<file path="src/rtl/keymatrix_pkg.sv">
package keymatrix_pkg;
  localparam int DATA_W    = 32;
  localparam int ROW_W     = 3;
  localparam int COL_W     = 3;
  localparam int HALF_W    = 16;
  localparam int NUM_BANKS = (1 << COL_W) / 2;
  localparam int NUM_REGS  = 6 + NUM_BANKS;

  // register indices (byte offset = index * 8)
  localparam int IDX_CTRL  = 0;
  localparam int IDX_DKEY  = 1;
  localparam int IDX_ROT   = 2;
  localparam int IDX_MKEY  = 3;
  localparam int IDX_SCAN  = 4;
  localparam int IDX_BANK0 = 5;
  localparam int IDX_DEB   = IDX_BANK0 + NUM_BANKS;

  // control bit positions
  localparam int B_SINGLE  = 30;
  localparam int B_ACTSCAN = 29;
  localparam int B_MFLAG   = 22;
  localparam int B_MEN     = 12;
  localparam int B_MIE     = 11;
  localparam int B_DFLAG   = 5;

  localparam logic [DATA_W-1:0] ROT_CLR_MASK  = 32'hC000_C000;
  localparam logic [DATA_W-1:0] MKEY_CLR_MASK = 32'h8000_0000;
endpackage

</file>
<file path="src/rtl/kmx_event_decode.sv">
module kmx_event_decode
  import keymatrix_pkg::*;
(
  input  logic                 key_valid,
  input  logic [ROW_W-1:0]     key_row,
  input  logic [COL_W-1:0]     key_col,
  input  logic [DATA_W-1:0]    ctrl,
  output logic                 capture,
  output logic [NUM_BANKS-1:0] bank_hit,
  output logic [DATA_W-1:0]    set_mask
);
  logic armed;
  logic [$clog2(DATA_W)-1:0] bit_pos;

  always_comb begin
    armed    = ctrl[B_SINGLE] | ctrl[B_ACTSCAN];
    capture  = key_valid & ctrl[B_MEN] & armed;
    bit_pos  = {{($clog2(DATA_W)-ROW_W){1'b0}}, key_row}
             + (key_col[0] ? $clog2(DATA_W)'(HALF_W) : '0);
    set_mask = '0;
    set_mask[bit_pos] = 1'b1;
    bank_hit = '0;
    if (capture) bank_hit[key_col[COL_W-1:1]] = 1'b1;
  end
endmodule

</file>
<file path="src/rtl/kmx_capture_bank.sv">
module kmx_capture_bank
  import keymatrix_pkg::*;
(
  input  logic              clk,
  input  logic              rst,
  input  logic              wr_en,
  input  logic [DATA_W-1:0] wr_data,
  input  logic              ev_hit,
  input  logic              ev_release,
  input  logic [DATA_W-1:0] ev_mask,
  output logic [DATA_W-1:0] q
);
  always_ff @(posedge clk) begin
    if (rst)          q <= '0;
    else if (wr_en)   q <= wr_data;
    else if (ev_hit)  q <= ev_release ? '0 : (q | ev_mask);
  end
endmodule

</file>
<file path="src/rtl/kmx_read_mux.sv">
module kmx_read_mux
  import keymatrix_pkg::*;
#(
  parameter int ADDR_W = 8
)(
  input  logic [ADDR_W-1:0] addr,
  input  logic [DATA_W-1:0] regs [NUM_REGS],
  output logic [DATA_W-1:0] data
);
  localparam int IDX_W = ADDR_W - 3;
  logic [IDX_W-1:0] idx;

  always_comb begin
    idx  = addr[ADDR_W-1:3];
    data = '0;
    if (addr[2:0] == 3'b000) begin
      for (int i = 0; i < NUM_REGS; i++)
        if (idx == IDX_W'(i)) data = regs[i];
    end
  end
endmodule

</file>
<file path="src/rtl/keymatrix_ctrl.sv">
module keymatrix_ctrl
  import keymatrix_pkg::*;
#(
  parameter int ADDR_W = 8
)(
  input  logic              clk,
  input  logic              rst,
  input  logic [ADDR_W-1:0] bus_addr,
  input  logic              bus_wr,
  input  logic [31:0]       bus_wdata,
  input  logic              bus_rd,
  output logic [31:0]       bus_rdata,
  input  logic              key_valid,
  input  logic              key_release,
  input  logic [2:0]        key_row,
  input  logic [2:0]        key_col,
  output logic              irq
);
  localparam int IDX_W = ADDR_W - 3;

  logic [NUM_REGS-1:0]  wr_sel, rd_sel;
  logic [DATA_W-1:0]    regs [NUM_REGS];
  logic [DATA_W-1:0]    ctrl_q, dkey_q, rot_q, mkey_q, scan_q, deb_q;
  logic [DATA_W-1:0]    bank_q [NUM_BANKS];
  logic [DATA_W*NUM_BANKS-1:0] bank_flat;
  logic                 capture;
  logic [NUM_BANKS-1:0] bank_hit;
  logic [DATA_W-1:0]    set_mask;
  logic [DATA_W-1:0]    rd_data;

  // one-hot register select for reads and writes
  always_comb begin
    wr_sel = '0;
    rd_sel = '0;
    if (bus_addr[2:0] == 3'b000) begin
      for (int i = 0; i < NUM_REGS; i++) begin
        if (bus_addr[ADDR_W-1:3] == IDX_W'(i)) begin
          wr_sel[i] = bus_wr;
          rd_sel[i] = bus_rd;
        end
      end
    end
  end

  kmx_event_decode u_dec (
    .key_valid (key_valid),
    .key_row   (key_row),
    .key_col   (key_col),
    .ctrl      (ctrl_q),
    .capture   (capture),
    .bank_hit  (bank_hit),
    .set_mask  (set_mask)
  );

  generate
    for (genvar b = 0; b < NUM_BANKS; b++) begin : g_bank
      kmx_capture_bank u_bank (
        .clk        (clk),
        .rst        (rst),
        .wr_en      (wr_sel[IDX_BANK0+b]),
        .wr_data    (bus_wdata),
        .ev_hit     (bank_hit[b]),
        .ev_release (key_release),
        .ev_mask    (set_mask),
        .q          (bank_q[b])
      );
      assign regs[IDX_BANK0+b] = bank_q[b];
      assign bank_flat[b*DATA_W +: DATA_W] = bank_q[b];
    end
  endgenerate

  // control: read-clear, then capture effects, then write wins
  always_ff @(posedge clk) begin
    if (rst) begin
      ctrl_q <= '0;
    end else if (wr_sel[IDX_CTRL]) begin
      ctrl_q <= bus_wdata;
    end else begin
      logic [DATA_W-1:0] nx;
      nx = ctrl_q;
      if (rd_sel[IDX_CTRL]) begin
        nx[B_MFLAG] = 1'b0;
        nx[B_DFLAG] = 1'b0;
      end
      if (capture) begin
        nx[B_SINGLE] = 1'b0;
        if (ctrl_q[B_MIE]) nx[B_MFLAG] = 1'b1;
      end
      ctrl_q <= nx;
    end
  end

  always_ff @(posedge clk) begin
    if (rst)                          irq <= 1'b0;
    else if (capture && ctrl_q[B_MIE]) irq <= 1'b1;
    else if (rd_sel[IDX_CTRL])        irq <= 1'b0;
  end

  always_ff @(posedge clk) begin
    if (rst) begin
      dkey_q <= '0;
      rot_q  <= '0;
      mkey_q <= '0;
      scan_q <= '0;
      deb_q  <= '0;
    end else begin
      if (wr_sel[IDX_DKEY]) dkey_q <= bus_wdata;
      if (wr_sel[IDX_SCAN]) scan_q <= bus_wdata;
      if (wr_sel[IDX_DEB])  deb_q  <= bus_wdata;
      if (wr_sel[IDX_ROT])       rot_q <= bus_wdata;
      else if (rd_sel[IDX_ROT])  rot_q <= rot_q & ~ROT_CLR_MASK;
      if (wr_sel[IDX_MKEY])      mkey_q <= bus_wdata;
      else if (rd_sel[IDX_MKEY]) mkey_q <= mkey_q & ~MKEY_CLR_MASK;
    end
  end

  assign regs[IDX_CTRL] = ctrl_q;
  assign regs[IDX_DKEY] = dkey_q;
  assign regs[IDX_ROT]  = rot_q;
  assign regs[IDX_MKEY] = mkey_q;
  assign regs[IDX_SCAN] = scan_q;
  assign regs[IDX_DEB]  = deb_q;

  kmx_read_mux #(.ADDR_W(ADDR_W)) u_rmux (
    .addr (bus_addr),
    .regs (regs),
    .data (rd_data)
  );

  always_ff @(posedge clk) begin
    if (rst)         bus_rdata <= '0;
    else if (bus_rd) bus_rdata <= rd_data;
  end
endmodule

</file>
<file path="config.mk">
export PLATFORM = sky130hd
export DESIGN_NAME = keymatrix_ctrl
export DESIGN_NICKNAME = d
export VERILOG_FILES = /design/src/rtl/keymatrix_pkg.sv /design/src/rtl/kmx_event_decode.sv /design/src/rtl/kmx_capture_bank.sv /design/src/rtl/kmx_read_mux.sv /design/src/rtl/keymatrix_ctrl.sv
export SDC_FILE = /design/constraint.sdc
export NUM_CORES = 1
export LEC_CHECK = 0
export CORE_MARGIN = 2
export CORE_UTILIZATION = 42
export CTS_CLUSTER_DIAMETER = 80
export CTS_CLUSTER_SIZE = 30
export DETAILED_ROUTE_END_ITERATION = 16
export DONT_BUFFER_PORTS = 1
export GPL_TIMING_DRIVEN = 0
export HOLD_SLACK_MARGIN = 0.05
export SYNTH_ARGS = -nofsm -noshare
export SYNTH_HDL_FRONTEND = slang
export SYNTH_SLANG_ARGS = --single-unit
</file>
<file path="constraint.sdc">
create_clock -name clk -period 3.6 [get_ports clk]
set_input_delay 0.54 -clock clk [delete_from_list [all_inputs] [get_ports clk]]
set_output_delay 0.54 -clock clk [all_outputs]
set_load 0.02 [all_outputs]
</file>
======== After elaboration in Yosys (flattened, before gate mapping) ========
Index checks and enable logic that the tools add are counted.
word-level totals
  bits in registers ....................... 353
  input bits .............................. 52
  logic and storage cells ................. 108
cells by class
  add/subtract/negate cells ............... 1
  order comparisons ....................... 4
  equality and inequality tests ........... 9
  muxes and demuxes ....................... 56
  bitwise gates (word level) .............. 7
  reduce and logical (&&, ||, !) cells .... 14
operators by type and width
  kind                                                                                 count
  32-bit two-way mux                                                                   27
  32-bit bitwise OR                                                                    4
  31-bit two-way mux                                                                   1
  1-bit two-way mux                                                                    22
  5-bit by 3-bit == test with 1-bit output, second input constant                      4
  2-bit nonzero test                                                                   9
  5-bit by 2-bit == test with 1-bit output, second input constant                      2
  5-bit by 4-bit == test with 1-bit output, second input constant                      2
  10-bit two-way mux                                                                   1
  4-bit two-way mux                                                                    2
  5-bit by 6-bit less-than comparator with 1-bit output, second input constant         1
  3-bit by 5-bit adder with 5-bit output                                               1
  1-bit demux with 5-bit select                                                        1
  5-bit by 1-bit == test with 1-bit output, second input constant                      1
  5-bit by 1-bit greater-or-equal comparator with 1-bit output, second input constant  1
  5-bit logical NOT                                                                    1
  5-bit two-way mux                                                                    1
  1-bit logical AND                                                                    3
  3-bit logical NOT                                                                    1
  2-bit by 3-bit less-than comparator with 1-bit output, second input constant         1
  1-bit AND                                                                            2
  1-bit demux with 2-bit select                                                        1
  2-bit by 1-bit greater-or-equal comparator with 1-bit output, second input constant  1
  1-bit bitwise OR                                                                     1

======== Longest topological paths before layout ========
Gate-level depths: netlist (run 1).
  word-level depth ........................ 12
  gate-level depth with buffers ........... 9
  gate-level depth less buffers ........... 5

======== By module ========
From an unflattened synthesis (run 1), not the netlist that was laid out.
unflattened totals
  cell total of the unflattened synthesis .. 2000
  area, all modules ....................... 18472.7 um^2
by module, submodules not included
  module            times used  cells an instance  area each (um^2)  sequential area each (um^2)
  keymatrix_ctrl    1           1029               9321.4            4504.3
  kmx_capture_bank  4           109                1371.3            640.6
  kmx_read_mux      1           489                3378.2            0.0
  kmx_event_decode  1           46                 287.8             0.0

======== Worst setup path after synthesis (run 1) ========
No wires, ideal clock.
  kind .................................... input to register
  start ................................... input port bus_addr[3]
  end ..................................... register g_bank[3].u_bank.q[1]
  setup time .............................. 0.132 ns
  arrival time ............................ 2.079 ns
  required time ........................... 3.468 ns
  setup slack ............................. 1.389 ns
  stages .................................. 7
  path buffers ............................ 2
  cells stage by stage .................... buf_2 or4b_1 nor3_4 a31oi_1 clkbuf_1 a31oi_1 nor3_1
on the way
  longest elaborated chain between the ends .. 4
RTL lines
  what                                                             RTL line                source
  start, declared                                                  keymatrix_ctrl.sv:8     input logic [ADDR_W-1:0] bus_addr,
  5-bit by 4-bit == test with 1-bit output (*)                     keymatrix_ctrl.sv:37    if (bus_addr[ADDR_W-1:3] == IDX_W'(i)) begin
  1-bit two-way mux (*)                                            keymatrix_ctrl.sv:37
  10-bit two-way mux (*)                                           keymatrix_ctrl.sv:35    if (bus_addr[2:0] == 3'b000) begin
  32-bit two-way mux / 2-bit nonzero test (equally long branches)  -
  end signal, assigned                                             kmx_capture_bank.sv:15  else if (wr_en) q <= wr_data;
  end signal, assigned                                             kmx_capture_bank.sv:16  else if (ev_hit) q <= ev_release ? '0 : (q | ev_mask);
  end, declared                                                    kmx_capture_bank.sv:11  output logic [DATA_W-1:0] q
Every way passes the cells marked *; elsewhere a longest branch is shown, timed or not.
A chain may end at the register's enable or synchronous reset.

======== Worst setup path in the final report (run 1) ========
  start ................................... input port bus_addr[0]
  end ..................................... register rot_q[12]
on the way
  longest elaborated chain between the ends .. 3
RTL lines
  what                    RTL line               source
  3-bit logical NOT (*)   keymatrix_ctrl.sv:35
  10-bit two-way mux (*)  keymatrix_ctrl.sv:35
  32-bit two-way mux      keymatrix_ctrl.sv:110  if (wr_sel[IDX_ROT]) rot_q <= bus_wdata;
  end signal, assigned    keymatrix_ctrl.sv:110
  end signal, assigned    keymatrix_ctrl.sv:111  else if (rd_sel[IDX_ROT]) rot_q <= rot_q & ~ROT_CLR_MASK;
  end, declared           keymatrix_ctrl.sv:23   logic [DATA_W-1:0] ctrl_q, dkey_q, rot_q, mkey_q, scan_q, deb_q;
Marked as above.

==> results of run 1 <==
[cell type report]
class | count | area [µm²]
fillers | 4035 | 20730
multi-input cells | 1539 | 8310
flip-flops and latches | 353 | 7067
plain buffers | 217 | 930.9
well taps | 518 | 648.1
clock buffers | 24 | 579.3
clock inverters | 17 | 254.0
inverters | 8 | 30.03
diodes | 2 | 5.005
[metal layers]
metal,vias to the layer above,global-route usage
met1,8287,0.4940
met4,0,0.1626
met2,1047,0.5494
li1,7606,-
met5,-,0
met3,205,0.07451
[critical path, cell delays in order]
cell      delay, ps
nor4b_2        1000
clkbuf_1        710
nand3_1         730
clkbuf_1        430
nand2_1         140
a21oi_1          80
[layout by cell type, fill, tap and decap left out, drive strengths merged, types with 4 or more instances in the layout]
cell type  synthesis  routed
nor2             134     134
nand2            435     435
o221ai             5       5
nor2b             26      26
and2               4       4
o32ai              4       4
o22a              17      17
clkinv             0       7
a21oi            308     308
dfxtp            353     353
a221o              8       8
nand4             16      16
nand2b             8       8
a22oi             85      85
a21o               7       7
a221oi            21      21
o22ai             44      44
o21a              21      21
a31oi             55      55
a22o               9       9
clkbuf           149     173
o21ai             87      87
mux2i             29      29
nand3             20      20
buf               68      68
inv                8      18
and3              17      17
a2bb2oi            8       8
a211oi            49      49
nor3              88      88
[metrics by stage]
step / setup TNS (ps) / hold slack, ps / cell area, µm² / std cells / utilization
3_3_place_gp: -50.08 / 437.7 / 16990 / 2635 / 0.4406
5_1_grt: 0 / 170.3 / 17820 / 2676 / 0.4622
4_1_cts: 0 / 145.7 / 17820 / 2676 / 0.4622
6_report: 0 / 151.9 / 17820 / 2678 / 0.4623
3_5_place_dp: -23.59 / 444.0 / 16990 / 2635 / 0.4406
2_1_floorplan: 0 / 431.9 / 16340 / 2117 / -
[how the worst max path moves through the flow]
stage | from | end | cells past startpoint
CTS | bus_addr[3] | bus_rdata[22] | 8
floorplan | bus_addr[3] | g_bank[3].u_bank.q[1] | 7
detailed placement | bus_addr[3] | bus_rdata[22] | 8
global route | bus_addr[3] | bus_rdata[22] | 8
finish | bus_addr[0] | rot_q[12] | 6
global placement | bus_addr[3] | bus_rdata[22] | 8
[kinds of logic after synthesis]
logic type,share of synthesized area
mux,0.02190
buf+inv,0.05881
simple gates,0.2044
flops,0.4325
compound gates,0.2824
[power by group through the flow]
stage                     logic, mW  clock network [mW]  registers (mW)
after floorplan               0.310                   0            4.00
after global placement        0.558                   0            4.00
after detailed placement      0.558                   0            4.00
after CTS                     0.559                3.08            3.91
after global routing          0.598                3.21            3.91
final                         0.588                3.08            3.91
[registers in the layout, indices dropped and copies added (netlist names)]
| signal | cells |
|---|---|
| scan_q | 32 |
| ctrl_q | 32 |
| bus_rdata | 32 |
| mkey_q | 32 |
| rot_q | 32 |
| g_bank.u_bank.q | 128 |
| deb_q | 32 |
| irq | 1 |
| dkey_q | 32 |
==> results by group, run 1 <==
Outcome
  – Status: complete, no violations

Power
  – Switching Fraction: 0.2959
  – Logic pwr share: 0.078
  – PwrDens: ~430 nW/µm²
  – Internal power: approximately 5.3 mW
  – Clock share of power: 0.406
  – Flop pwr share: 0.516
  – P_sw: ~2.2 mW
  – Total power draw: about 7.6 mW
  – Peak VDD IR: around 0.29 mV
  – Leakage: a little under 6 nW

Worst hold path
  – Hold Crit Class: input pin to register
  – Hold_sp: key_valid
  – Hold path depth: 3
  – Hold Path Sink: ctrl_q[30]

Setup path
  – Critical path launch point type: input pin
  – Crit Path Max Fanout: 10
  – Worst path required time: between 4000 and 5000 ps
  – Crit path DAT: between 3000 and 4000 ps
  – Reg2reg end: g_bank[1].u_bank.q[11]
  – Worst reg2reg setup slack: approximately 1100 ps
  – Critical R2R Launch: ctrl_q[30]
  – Critical Path Sink Type: register
  – WS Path Type: input pin to register
  – Reg2Reg Depth: 6

Clock network
  – H-tree depth: 1
  – CTS Root Cell: clkbuf_16
  – Clock sinks: ~350
  – Worst-Skew Late Latency: roughly 600 ps
  – Hold Buf Count CTS: 0
  – CTS Buf Count: 23
  – Post-CTS Setup Inserts: 0
  – Cts repair resizes: 0
  – Max Root-Sink Buffers: 3
  – Clock-pin transition on the worst setup and hold timing paths: ~110 ps
  – TritonCTS clock tree: built

Yosys
  – Top post-synthesis cells by count: nand2_1 (435), dfxtp_1 (353), a21oi_1 (308)
  – Number of flops mapped to enable cells by yosys: 0
  – Synth unique cells: 60
  – Mapped Cells: approximately 2100
  – Total of warnings raised by yosys: 0
  – Synth async-reset ratio: 0
  – Top-count cell post-synth: nand2_1
  – FF+latch count, synth: 353
  – Primary FF master, synth: dfxtp_1
  – Synth area leader: dfxtp_1
  – Synthesized area: 16340 µm²
  – Syn_nets: about 2200
  – Syn avg cell area: between 7 and 8 µm²
  – Share of the synthesized area in the top cell type: 0.4325
  – Synth top area cells: dfxtp_1 (43%), nand2_1 (10%), a21oi_1 (9.4%)
  – Sequential-to-total area share from yosys stat: 0.4325

Timing
  – Final period util: 0.8881
  – Transition time of the tightest slew-check pin: about 1500 ps
  – Final worst setup slack: around 400 ps
  – # setup viols final: 0
  – Clock skew: between 30 and 40 ps
  – Hold Fails Final Rpt: 0
  – F_max: about 310 MHz
  – Normalized max-slew margin: 0.01443
  – RSZ-0062 raised after global routing: false
  – Post-layout min period: 3197 ps
  – Final Max Tran Viols: 0

Routing
  – Wire length on met2: 32020 µm
  – Vias per std cell: 6.402
  – Antenna-violating nets left: 0
  – Top sig layer: met4
  – Vias post-DR: between 15000 and 20000
  – Post-Route WL: 75580 µm
  – Pre-antenna DRT Iters: 6
  – Detailed Route Iter0 Violations: approximately 2100
  – M1 WL: 30780 µm
  – DRC: 0
  – Routed wl met3: between 8000 and 9000 µm
  – Average wire per standard cell: around 28 µm

Placement
  – Pre-CTS setup slack: -23.59 ps
  – Hpwl dp: about 56000 µm
  – Gp weighted congestion: roughly 1
  – PortBufs: 0

Global routing
  – Global-route wire length before repair: 108100 µm
  – GRT overflow: 0
  – Tot GR Track Use: 0.3612
  – Number of global-route vias before repair: ~16000
  – Antenna violations before repair: 1
  – Largest net degree at the start of global routing: 31

Run
  – MaxCap Viol Count: 0

Layout
  – Layout cells sized above 1: 0.05653
  – Area delta synth->final: 9.098%
  – NumNets Final: 2194

Floorplan
  – Core Rows: 72
  – I/O pins: 85
  – Die height: 201.2 µm
  – Initial Util: 0.4237
  – Total core area: 38560 µm²
  – Die width: around 200 µm
  – Die ar.: roughly 40000 µm²
Note: power is estimated with default switching activity, not from simulation.
==> run 2: changes to the inputs <==
CAP_MARGIN = 30   (was not set)
==> run 2 against run 1 <==
  * Clock skew shrank 5.8 ps
  * Critical path type unchanged
  * Global-route usage increased by 0.088 points
  * Setup slack lost 9.4 ps
  * Largest power group unchanged
  * Die area stayed put
  * Combinational power hardly changed
  * First-iteration DRC count rose by 2.3%
  * Clock-buffer cell count is 2 lower
  * Critical endpoint is now bus_rdata[22]
  * Maximum frequency fell by 0.29%
==> results by group, run 2 (synthesized netlist as in run 1, its figures left out) <==
Routing
  – Vias per std cell: roughly 6.4
  – DRC: 0
  – Detailed Route Iter0 Violations: 2198
  – Vias post-DR: 17083
  – Post-Route WL: ~75000 µm
  – Antenna-violating nets left: 0
  – Average wire per standard cell: around 28 µm
  – Pre-antenna DRT Iters: 5

Floorplan
  – Initial Util: 0.4237
  – Core Rows: 72
  – I/O pins: between 80 and 90
  – Die ar.: just over 40000 µm²
  – Total core area: 38560 µm²
  – Die height: around 200 µm
  – Die width: 201.2 µm

Power
  – Leakage: 5.815 nW
  – PwrDens: 429.2 nW/µm²
  – Peak VDD IR: approximately 0.31 mV
  – Total power draw: about 7.7 mW

Clock network
  – Clock sinks: about 350
  – TritonCTS clock tree: built
  – CTS Root Cell: clkbuf_16
  – H-tree depth: 1
  – Post-CTS Setup Inserts: 0
  – Cts repair resizes: 0
  – Clock-pin transition on the worst setup and hold timing paths: roughly 120 ps
  – Max Root-Sink Buffers: 3
  – Hold Buf Count CTS: 0
  – Worst-Skew Late Latency: 590 ps
  – CTS Buf Count: 22

Setup path
  – Crit path DAT: 3690 ps
  – WS Path Type: input pin to register
  – Critical-path top delay cell: buf_1
  – Crit Path Max Fanout: 10
  – Most used cell, CP: o2bb2ai_1
  – Crit-path cells: buf_2 -> nor2b_1 -> clkbuf_1 -> buf_1 -> o2bb2ai_1 -> o2bb2ai_1 -> o21ai_0 -> a31oi_1
  – Critical Path Sink Type: register
  – Critical path launch point type: input pin
  – CP max stage delay: around 760 ps
  – Worst path required time: 4080 ps
  – Worst reg2reg setup slack: between 1000 and 1500 ps

Layout
  – Layout cells sized above 1: 0.05831
  – Biggest register: g_bank.u_bank.q
  – Most frequent cells in the layout: nand2_1 (435), dfxtp_1 (353), a21oi_1 (308), clkbuf_1 (149), nor2_1 (131)
  – Finished Cell Area: approximately 18000 µm²
  – Most common cell after layout, fill and taps aside: nand2_1
  – Area delta synth->final: 9.733%
  – Fillcell total: between 4000 and 5000
  – Max reg flops: 128
  – NumNets Final: around 2200

Global routing
  – GR Util met3: 0.06835
  – GRT overflow: 0
  – Tot GR Track Use: 0.3621
  – Antenna violations before repair: 4
  – GRT Max-Usage Layer: met2
  – GRT met2 Usage: 0.5512
  – Largest net degree at the start of global routing: 31
  – GR Util met1: 0.5008
  – Global-route wire length before repair: 108700 µm
  – Number of global-route vias before repair: roughly 16000

Timing
  – Final period util: 0.8907
  – Transition time of the tightest slew-check pin: 1174 ps
  – Min Hold Slack: roughly 160 ps
  – Hold Fails Final Rpt: 0
  – Clock skew: about 32 ps
  – # setup viols final: 0
  – Post-layout min period: ~3200 ps
  – Setup_tns: 0 ps
  – Final worst setup slack: 393.3 ps
  – RSZ-0062 raised after global routing: false
  – Final Max Tran Viols: 0
  – Normalized max-slew margin: 0.2173
  – F_max: just over 300 MHz

Worst hold path
  – Hold Crit Class: input pin to register

Placement
  – Hpwl dp: ~56000 µm
  – Gp weighted congestion: slightly above 1
  – PortBufs: 0
  – Pre-CTS setup slack: -44.03 ps
  – Area of placed instances: around 17000 µm²

Outcome
  – Status: complete, no violations

Run
  – MaxCap Viol Count: 0
## run 2: final cells by class
cell class | count | area [µm²] | share of cell area
Sequential cell | 353 | 7067 | 0.3942
Clock buffer | 22 | 550.5 | 0.03071
Tap cell | 518 | 648.1 | 0.03615
Clock inverter | 17 | 332.8 | 0.01856
Multi-Input combinational cell | 1539 | 8310 | 0.4635
Antenna cell | 1 | 2.502 | 0.0001396
Buffer | 217 | 930.9 | 0.05192
Inverter | 8 | 30.03 | 0.001675
Timing Repair Buffer | 5 | 56.30 | 0.003140
## run 2: path summary, 6_finish.rpt
check,end,start,cells past startpoint
setup / recovery,bus_rdata[22],bus_addr[3],8
hold / removal,ctrl_q[30],key_valid,3
hold reg to reg,rot_q[10],rot_q[10],2
setup reg to reg,g_bank[1].u_bank.q[20],ctrl_q[30],6
## run 2: routing by layer
metal	up-vias	wire length [µm]
met1	8239	30820
met5	-	8
met4	2	3862
li1	7614	-
met2	1037	32280
met3	191	8386
## run 2: stage by stage
step,cells,utilization
after floorplan,2117,-
after global placement,2635,0.4406
after detailed placement,2640,0.4420
after CTS,2679,0.4649
after global routing,2679,0.4649
final,2680,0.4650
## run 2: report_power, final
part | switching, mW | internal (mW) | leakage (nW) | total (mW)
Sequential | 0.00452 | 3.91 | 2.84 | 3.91
Combinational | 0.474 | 0.116 | 2.55 | 0.590
Clock | 1.77 | 1.42 | 0.420 | 3.19
## run 2: critical path, delay by kind of cell
| kind | cells | cell delay (ps) |
|---|---|---|
| AO/OA/AOI/OAI | 4 | 950 |
| AND/OR/NAND/NOR | 1 | 530 |
| buffers and inverters | 3 | 1660 |
==> run 3: changes to the inputs <==
HOLD_SLACK_MARGIN = 0.15   (was 0.05)
==> results of run 3 <==
Final layout, timing and power as in run 2 (identical DEF).
